--- src/rtl/ptx_pkg.sv ---
package ptx_pkg;
    localparam int OFF_W       = 12;
    localparam int PTE_W       = 32;
    localparam int PTE_PPN_LSB = 12;
    localparam int BIT_VALID   = 0;
    localparam int BIT_READ    = 1;
    localparam int BIT_WRITE   = 2;
    localparam int BIT_REF     = 3;
    localparam int BIT_DIRTY   = 4;

    typedef enum logic [1:0] {
        CAUSE_RANGE   = 2'd0,
        CAUSE_INVALID = 2'd1,
        CAUSE_NOREAD  = 2'd2,
        CAUSE_NOWRITE = 2'd3
    } fault_cause_e;

    typedef enum logic [2:0] {
        ST_IDLE = 3'd0,
        ST_RD   = 3'd1,
        ST_WAIT = 3'd2,
        ST_WB   = 3'd3,
        ST_DONE = 3'd4
    } walk_state_e;
endpackage

--- src/rtl/ptx_cfg_regs.sv ---
module ptx_cfg_regs #(
    parameter int MA_W  = 32,
    parameter int LEN_W = 21
) (
    input  logic             clk,
    input  logic             rst_n,
    input  logic             cfg_we,
    input  logic             cfg_priv,
    input  logic             cfg_sel,
    input  logic [MA_W-1:0]  cfg_wdata,
    output logic [MA_W-1:0]  base_q,
    output logic [LEN_W-1:0] len_q
);
    typedef struct packed {
        logic [MA_W-1:0]  base;
        logic [LEN_W-1:0] len;
    } cfg_t;

    cfg_t r_d, r_q;

    // Privilege gate: user-mode writes leave both registers untouched
    always_comb begin
        r_d = r_q;
        if (cfg_we && cfg_priv) begin
            if (cfg_sel) r_d.len  = cfg_wdata[LEN_W-1:0];
            else         r_d.base = cfg_wdata;
        end
    end

    always_ff @(posedge clk) begin
        if (!rst_n) r_q <= '0;
        else        r_q <= r_d;
    end

    assign base_q = r_q.base;
    assign len_q  = r_q.len;
endmodule

--- src/rtl/ptx_addr_gen.sv ---
module ptx_addr_gen #(
    parameter int VPN_W = 20,
    parameter int MA_W  = 32,
    parameter int LEN_W = 21
) (
    input  logic [VPN_W-1:0] vpn,
    input  logic [MA_W-1:0]  base,
    input  logic [LEN_W-1:0] len,
    output logic             in_range,
    output logic [MA_W-1:0]  ent_addr
);
    localparam int ENT_SHIFT = $clog2(ptx_pkg::PTE_W / 8);

    assign in_range = LEN_W'(vpn) < len;
    assign ent_addr = base + (MA_W'(vpn) << ENT_SHIFT);
endmodule

--- src/rtl/ptx_pte_eval.sv ---
module ptx_pte_eval
    import ptx_pkg::*;
(
    input  logic             is_write,
    input  logic [PTE_W-1:0] pte,
    output logic             fault,
    output fault_cause_e     cause,
    output logic [PTE_W-1:0] pte_upd,
    output logic             need_wb
);
    always_comb begin
        fault = 1'b0;
        cause = CAUSE_INVALID;
        if (!pte[BIT_VALID]) begin
            fault = 1'b1;
            cause = CAUSE_INVALID;
        end else if (!is_write && !pte[BIT_READ]) begin
            fault = 1'b1;
            cause = CAUSE_NOREAD;
        end else if (is_write && !pte[BIT_WRITE]) begin
            fault = 1'b1;
            cause = CAUSE_NOWRITE;
        end

        pte_upd          = pte;
        pte_upd[BIT_REF] = 1'b1;
        if (is_write) pte_upd[BIT_DIRTY] = 1'b1;
        need_wb = !fault && (pte_upd != pte);
    end
endmodule

--- src/rtl/ptx_unit.sv ---
module ptx_unit
    import ptx_pkg::*;
#(
    parameter int VPN_W = 20,
    parameter int MA_W  = 32
) (
    input  logic                      clk,
    input  logic                      rst_n,
    input  logic                      cfg_we,
    input  logic                      cfg_priv,
    input  logic                      cfg_sel,
    input  logic [MA_W-1:0]           cfg_wdata,
    input  logic                      req_valid,
    input  logic                      req_write,
    input  logic [VPN_W+OFF_W-1:0]    req_va,
    output logic                      req_ready,
    output logic                      mem_rd_en,
    output logic [MA_W-1:0]           mem_rd_addr,
    input  logic                      mem_rd_valid,
    input  logic [PTE_W-1:0]          mem_rd_data,
    output logic                      mem_wr_en,
    output logic [MA_W-1:0]           mem_wr_addr,
    output logic [PTE_W-1:0]          mem_wr_data,
    output logic                      rsp_valid,
    output logic                      rsp_fault,
    output logic [1:0]                rsp_cause,
    output logic [VPN_W+OFF_W-1:0]    rsp_va,
    output logic [PTE_W-PTE_PPN_LSB+OFF_W-1:0] rsp_pa
);
    localparam int VA_W  = VPN_W + OFF_W;
    localparam int PPN_W = PTE_W - PTE_PPN_LSB;
    localparam int PA_W  = PPN_W + OFF_W;
    localparam int LEN_W = VPN_W + 1;

    typedef struct packed {
        walk_state_e     st;
        logic [VA_W-1:0] va;
        logic            wr;
        logic [MA_W-1:0] ent;
        logic [PTE_W-1:0] pte;
        logic            fault;
        fault_cause_e    cause;
        logic [PA_W-1:0] pa;
    } walk_t;

    walk_t w_d, w_q;

    logic [MA_W-1:0]  base_q;
    logic [LEN_W-1:0] len_q;
    logic             in_range;
    logic [MA_W-1:0]  ent_addr;
    logic             ev_fault;
    fault_cause_e     ev_cause;
    logic [PTE_W-1:0] pte_upd;
    logic             need_wb;

    ptx_cfg_regs #(.MA_W(MA_W), .LEN_W(LEN_W)) u_cfg (
        .clk      (clk),
        .rst_n    (rst_n),
        .cfg_we   (cfg_we),
        .cfg_priv (cfg_priv),
        .cfg_sel  (cfg_sel),
        .cfg_wdata(cfg_wdata),
        .base_q   (base_q),
        .len_q    (len_q)
    );

    ptx_addr_gen #(.VPN_W(VPN_W), .MA_W(MA_W), .LEN_W(LEN_W)) u_agen (
        .vpn     (req_va[VA_W-1:OFF_W]),
        .base    (base_q),
        .len     (len_q),
        .in_range(in_range),
        .ent_addr(ent_addr)
    );

    ptx_pte_eval u_eval (
        .is_write(w_q.wr),
        .pte     (mem_rd_data),
        .fault   (ev_fault),
        .cause   (ev_cause),
        .pte_upd (pte_upd),
        .need_wb (need_wb)
    );

    always_comb begin
        w_d = w_q;
        unique case (w_q.st)
            ST_IDLE: begin
                if (req_valid) begin
                    w_d.va  = req_va;
                    w_d.wr  = req_write;
                    w_d.ent = ent_addr;
                    w_d.pa  = '0;
                    if (in_range) begin
                        w_d.st    = ST_RD;
                        w_d.fault = 1'b0;
                    end else begin
                        w_d.st    = ST_DONE;
                        w_d.fault = 1'b1;
                        w_d.cause = CAUSE_RANGE;
                    end
                end
            end
            ST_RD:   w_d.st = ST_WAIT;
            ST_WAIT: begin
                if (mem_rd_valid) begin
                    w_d.pte = pte_upd;
                    if (ev_fault) begin
                        w_d.fault = 1'b1;
                        w_d.cause = ev_cause;
                        w_d.st    = ST_DONE;
                    end else begin
                        w_d.pa = {mem_rd_data[PTE_W-1:PTE_PPN_LSB], w_q.va[OFF_W-1:0]};
                        w_d.st = need_wb ? ST_WB : ST_DONE;
                    end
                end
            end
            ST_WB:   w_d.st = ST_DONE;
            ST_DONE: w_d.st = ST_IDLE;
            default: w_d.st = ST_IDLE;
        endcase
    end

    always_ff @(posedge clk) begin
        if (!rst_n) w_q <= '0;
        else        w_q <= w_d;
    end

    assign req_ready   = (w_q.st == ST_IDLE);
    assign mem_rd_en   = (w_q.st == ST_RD);
    assign mem_rd_addr = w_q.ent;
    assign mem_wr_en   = (w_q.st == ST_WB);
    assign mem_wr_addr = w_q.ent;
    assign mem_wr_data = w_q.pte;
    assign rsp_valid   = (w_q.st == ST_DONE);
    assign rsp_fault   = w_q.fault;
    assign rsp_cause   = w_q.cause;
    assign rsp_va      = w_q.va;
    assign rsp_pa      = w_q.pa;
endmodule

--- config.mk ---
export PLATFORM = sky130hd
export DESIGN_NAME = ptx_unit
export DESIGN_NICKNAME = d
export VERILOG_FILES = /design/src/rtl/ptx_pkg.sv /design/src/rtl/ptx_cfg_regs.sv /design/src/rtl/ptx_addr_gen.sv /design/src/rtl/ptx_pte_eval.sv /design/src/rtl/ptx_unit.sv
export SDC_FILE = /design/constraint.sdc
export NUM_CORES = 1
export LEC_CHECK = 0
export ABC_AREA = 1
export CORE_ASPECT_RATIO = 0.7
export CORE_MARGIN = 2
export CORE_UTILIZATION = 35
export CTS_BUF_LIST = sky130_fd_sc_hd__clkbuf_8
export DETAILED_ROUTE_END_ITERATION = 7
export HOLD_SLACK_MARGIN = 0.02
export PLACE_DENSITY_LB_ADDON = 0.05
export SLEW_MARGIN = 5
export SYNTH_ARGS = -nofsm -noshare
export SYNTH_HDL_FRONTEND = slang
export SYNTH_HIERARCHICAL = 1
export SYNTH_SLANG_ARGS = --single-unit
--- constraint.sdc ---
create_clock -name clk -period 1.8 [get_ports clk]
set_input_delay 0.27 -clock clk [delete_from_list [all_inputs] [get_ports clk]]
set_output_delay 0.27 -clock clk [all_outputs]
set_load 0.02 [all_outputs]
==> qor.yml <==
cts:
  clock_latency_ns: 0.51
  htreeDepth: 4
  clock_sinks: 188
  ctsHoldBuffers: 0
  cts_buffers: 17
  cts_buffer_depth: 2
  cts_tree: "done"
  cts-root-buf: "clkbuf_8"
  clkTransAtPathRegs_ns: 0.10
setup_path:
  crit-reg2reg-launch: "u_cfg/len_q[18]$_SDFFE_PN0P_"
  path_class: "reg -> reg"
  r2r-end: "rsp_cause[1]$_SDFFE_PN0P_"
  arrival_ns: 2.22
  endpoint_kind: "flop"
  cp_max_fo: 4
  worstSetupStartpointType: "flop"
  critPathRequiredTime_ns: 2.22
  r2r_cells: 11
  r2r_setup_slack_ns: -0.007
yosys:
  synthCells: 1698
  syn-cell-area_sq_mm: 0.0111
  yosys-top-cells-area: "dfxtp_1 (34%), buf_4 (14%), nor2_1 (14%), nand2_1 (13%), inv_1 (5.8%)"
  synth_ff_type: "dfxtp_1"
  synth_top_area_share_pct: 33.8
  syn_avg_cell_area_sq_um: 6.55
  synth_seq_cells: 188
  synth_edf_count: 0
  synth_top_area_cell: "dfxtp_1"
  synth_cell_type_count: 35
  syn-num-nets: 1842
  ys_seq_area_share_pct: 33.8
  async_flop_share_pct: 0
  yosysWarnings: 6
route:
  drt_wl_total_mm: 33.1
  drt_iter0_markers: 551
  first_pass_iters: 5
  wl_per_cell_um: 14.6
  post-route-drc-count: 0
  routed-via-count: 10000
  via_per_inst: 4.40
  ant_nets: 0
global_routing:
  grt_max_degree: 53
  grt_overflow_total: 0
  grt_first_pass_wirelength_mm: 52.1
  grt_pass1_vias: 9469
  antenna_found_initial: 0
  grt.total_usage_pct: 19.9
power:
  power.density_mw_per_mm2: 735
  ir_drop_v: 0.000496
  swShare_pct: 34.2
  seqPwrFrac_pct: 43.5
  p_sw_uw: 3720
  power_frac_comb_pct: 29.5
  p_clk_share_pct: 27.0
  p_int_uw: 7160
  p_leak_uw: 0.00809
cells_and_area:
  num-fill-cells: 3191
  final_cell_mix: "nor2_1 (391), nand2_1 (350), inv_1 (166)"
  area_growth_pct: 33.1
  final_common_cell: "nor2_1"
  final_util_pct: 47.5
  stdcell_area_sq_mm: 0.0148
  finalNetCount: 1983
  layout-drive-gt1-share_pct: 18.4
sta:
  slew_violations: 0
  setup_viol: 1
  setup_ws_ns: -0.00740
  skew_ns: 0.0119
  finalCritPeriodShare_pct: 100
  rsz0062_at_grt: "true"
  fin_crit_ns: 1.81
  fmaxAchievable_mhz: 553
  hold_viol_final: 0
floorplan:
  num_rows: 54
  initial_utilization_pct: 35.6
  dieArea_sq_mm: 0.0333
  die_h_um: 153
  die_w_um: 217
  core_sq_mm: 0.0312
  ios: 271
placed_design:
  port_buffers: 270
  hpwl_mm: 24.2
  place.gp.congestion: 0.871
  post_dp_cell_area_sq_mm: 0.0135
worst_hold_path:
  hold_depth: 3
  hold_path_end: "rsp_va[18]$_SDFFE_PN0P_"
  hold_class: "in -> reg"
  hold_path_startpoint: "req_va[18]"
status:
  violations: "setup timing"
  status: "finished, violations left"
job:
  drv_cap: 0
cells by family (layout without fill, tap and decap cells):
| group | Yosys count | in the layout | share of synthesized area [%] |
|---|---|---|---|
| simple gates | 888 | 888 | 32.3 |
| other cells | 1 | 2 | 0.0337 |
| buf+inv | 432 | 586 | 22.0 |
| xor+xnor | 13 | 13 | 1.02 |
| fa+ha+maj | 40 | 40 | 4.57 |
| compound gates | 136 | 136 | 6.27 |
| flops | 188 | 188 | 33.8 |
critical path, cell delays in order, from the launching register on:
cell and delay [ns]:
dfxtp_2 0.35, inv_2 0.04, ha_4 0.25, nand4_1 0.21, nor2_4 0.24, nand3_2 0.11, nor2_4 0.13, nor2_4 0.07
nand2_4 0.10, nand3_2 0.08, nand2_1 0.09, nor2_1 0.03
Yosys cell counts (2+ instances only):
library cell  number
ha_1              39
o21ai_0           92
nand3_2            7
buf_4            204
inv_1            173
inv_2              3
o211ai_1           2
clkbuf_1          22
nor2_1           404
buf_6              5
buf_1              3
nor3_2             3
a21boi_0           2
nand4_1           12
nand2_2            9
a21oi_1           25
nor3_1             6
nor2_4             5
nand3_1           38
nor2_2            11
dfxtp_1          188
o21ai_1           12
buf_2             21
nand2_1          390
xor2_1            12
per-stage QoR:
stage	TNS (ns)	total power [uW]	hold slack (ns)	setup slack (ns)	cells
after floorplan	0	6870	0.405	0.00987	1698
after global placement	-19.01	7940	0.463	-0.839	2236
after detailed placement	-19.67	7960	0.471	-0.805	2236
after CTS	0	10900	0.136	0.000900	2267
after global routing	-2.25	11600	0.154	-0.151	2272
final	-0.00740	10900	0.172	-0.00740	2273
metal layers:
| metal | global-route usage (%) | share of wire, % | vias up | wire length (um) |
|---|---|---|---|---|
| li1 | - | - | 5246 | - |
| met1 | 28.8 | 51 | 4510 | 16700 |
| met2 | 30.3 | 43 | 230 | 14300 |
| met3 | 3.74 | 5.2 | 19 | 1710 |
| met4 | 4.92 | 1.1 | 0 | 361 |
| met5 | 0 | 0 | - | 0 |
timing repair:
| item | in CTS | in global routing |
|---|---|---|
| pin swaps | 32 | 49 |
| buffers inserted | 0 | 5 |
| endpoints found under the setup margin | 115 | 90 |
| hold endpoints to repair | 0 | 0 |
| resized for setup | 187 | 179 |
registers in the layout, indices dropped and copies added, names as in the netlist:
signal,cells
rsp_pa,32
mem_rd_addr,32
mem_wr_data,32
u_cfg/len_q,21
w_q,4
rsp_cause,2
rsp_fault,1
u_cfg/base_q,32
rsp_va,32
power by group through the flow:
stage,Combinational (uW),Clock [uW],Sequential (uW)
floorplan,2140,0,4740
global placement,3130,0,4820
detailed placement,3130,0,4830
CTS,3090,3070,4730
global route,3520,3250,4780
finish,3210,2940,4730
how the worst max path moves through the flow:
stage | startpoint | to | slack, ns
floorplan | u_cfg/base_q[2]$_SDFFE_PN0P_ | mem_rd_addr[18]$_SDFFE_PN0P_ | 0.01
global placement | req_va[31] | rsp_cause[0]$_SDFFE_PN0P_ | -0.84
detailed placement | req_va[31] | rsp_cause[0]$_SDFFE_PN0P_ | -0.80
CTS | mem_wr_data[2]$_SDFFE_PN0P_ | mem_wr_data[2] | 0.0009
global route | u_cfg/base_q[2]$_SDFFE_PN0P_ | mem_rd_addr[22]$_SDFFE_PN0P_ | -0.15
finish | u_cfg/len_q[18]$_SDFFE_PN0P_ | rsp_cause[1]$_SDFFE_PN0P_ | -0.007
final cells by class:
type	count	area (sq um)	area share (%)
Timing Repair Buffer	377	3690	24.9
Multi-Input combinational cell	1078	5730	38.7
Clock buffer	18	248	1.67
Inverter	177	664	4.49
Tap cell	420	526	3.55
Clock inverter	14	146	0.988
Antenna cell	1	2.50	0.0169
Sequential cell	188	3800	25.7
(Power assumes the default switching activity.)
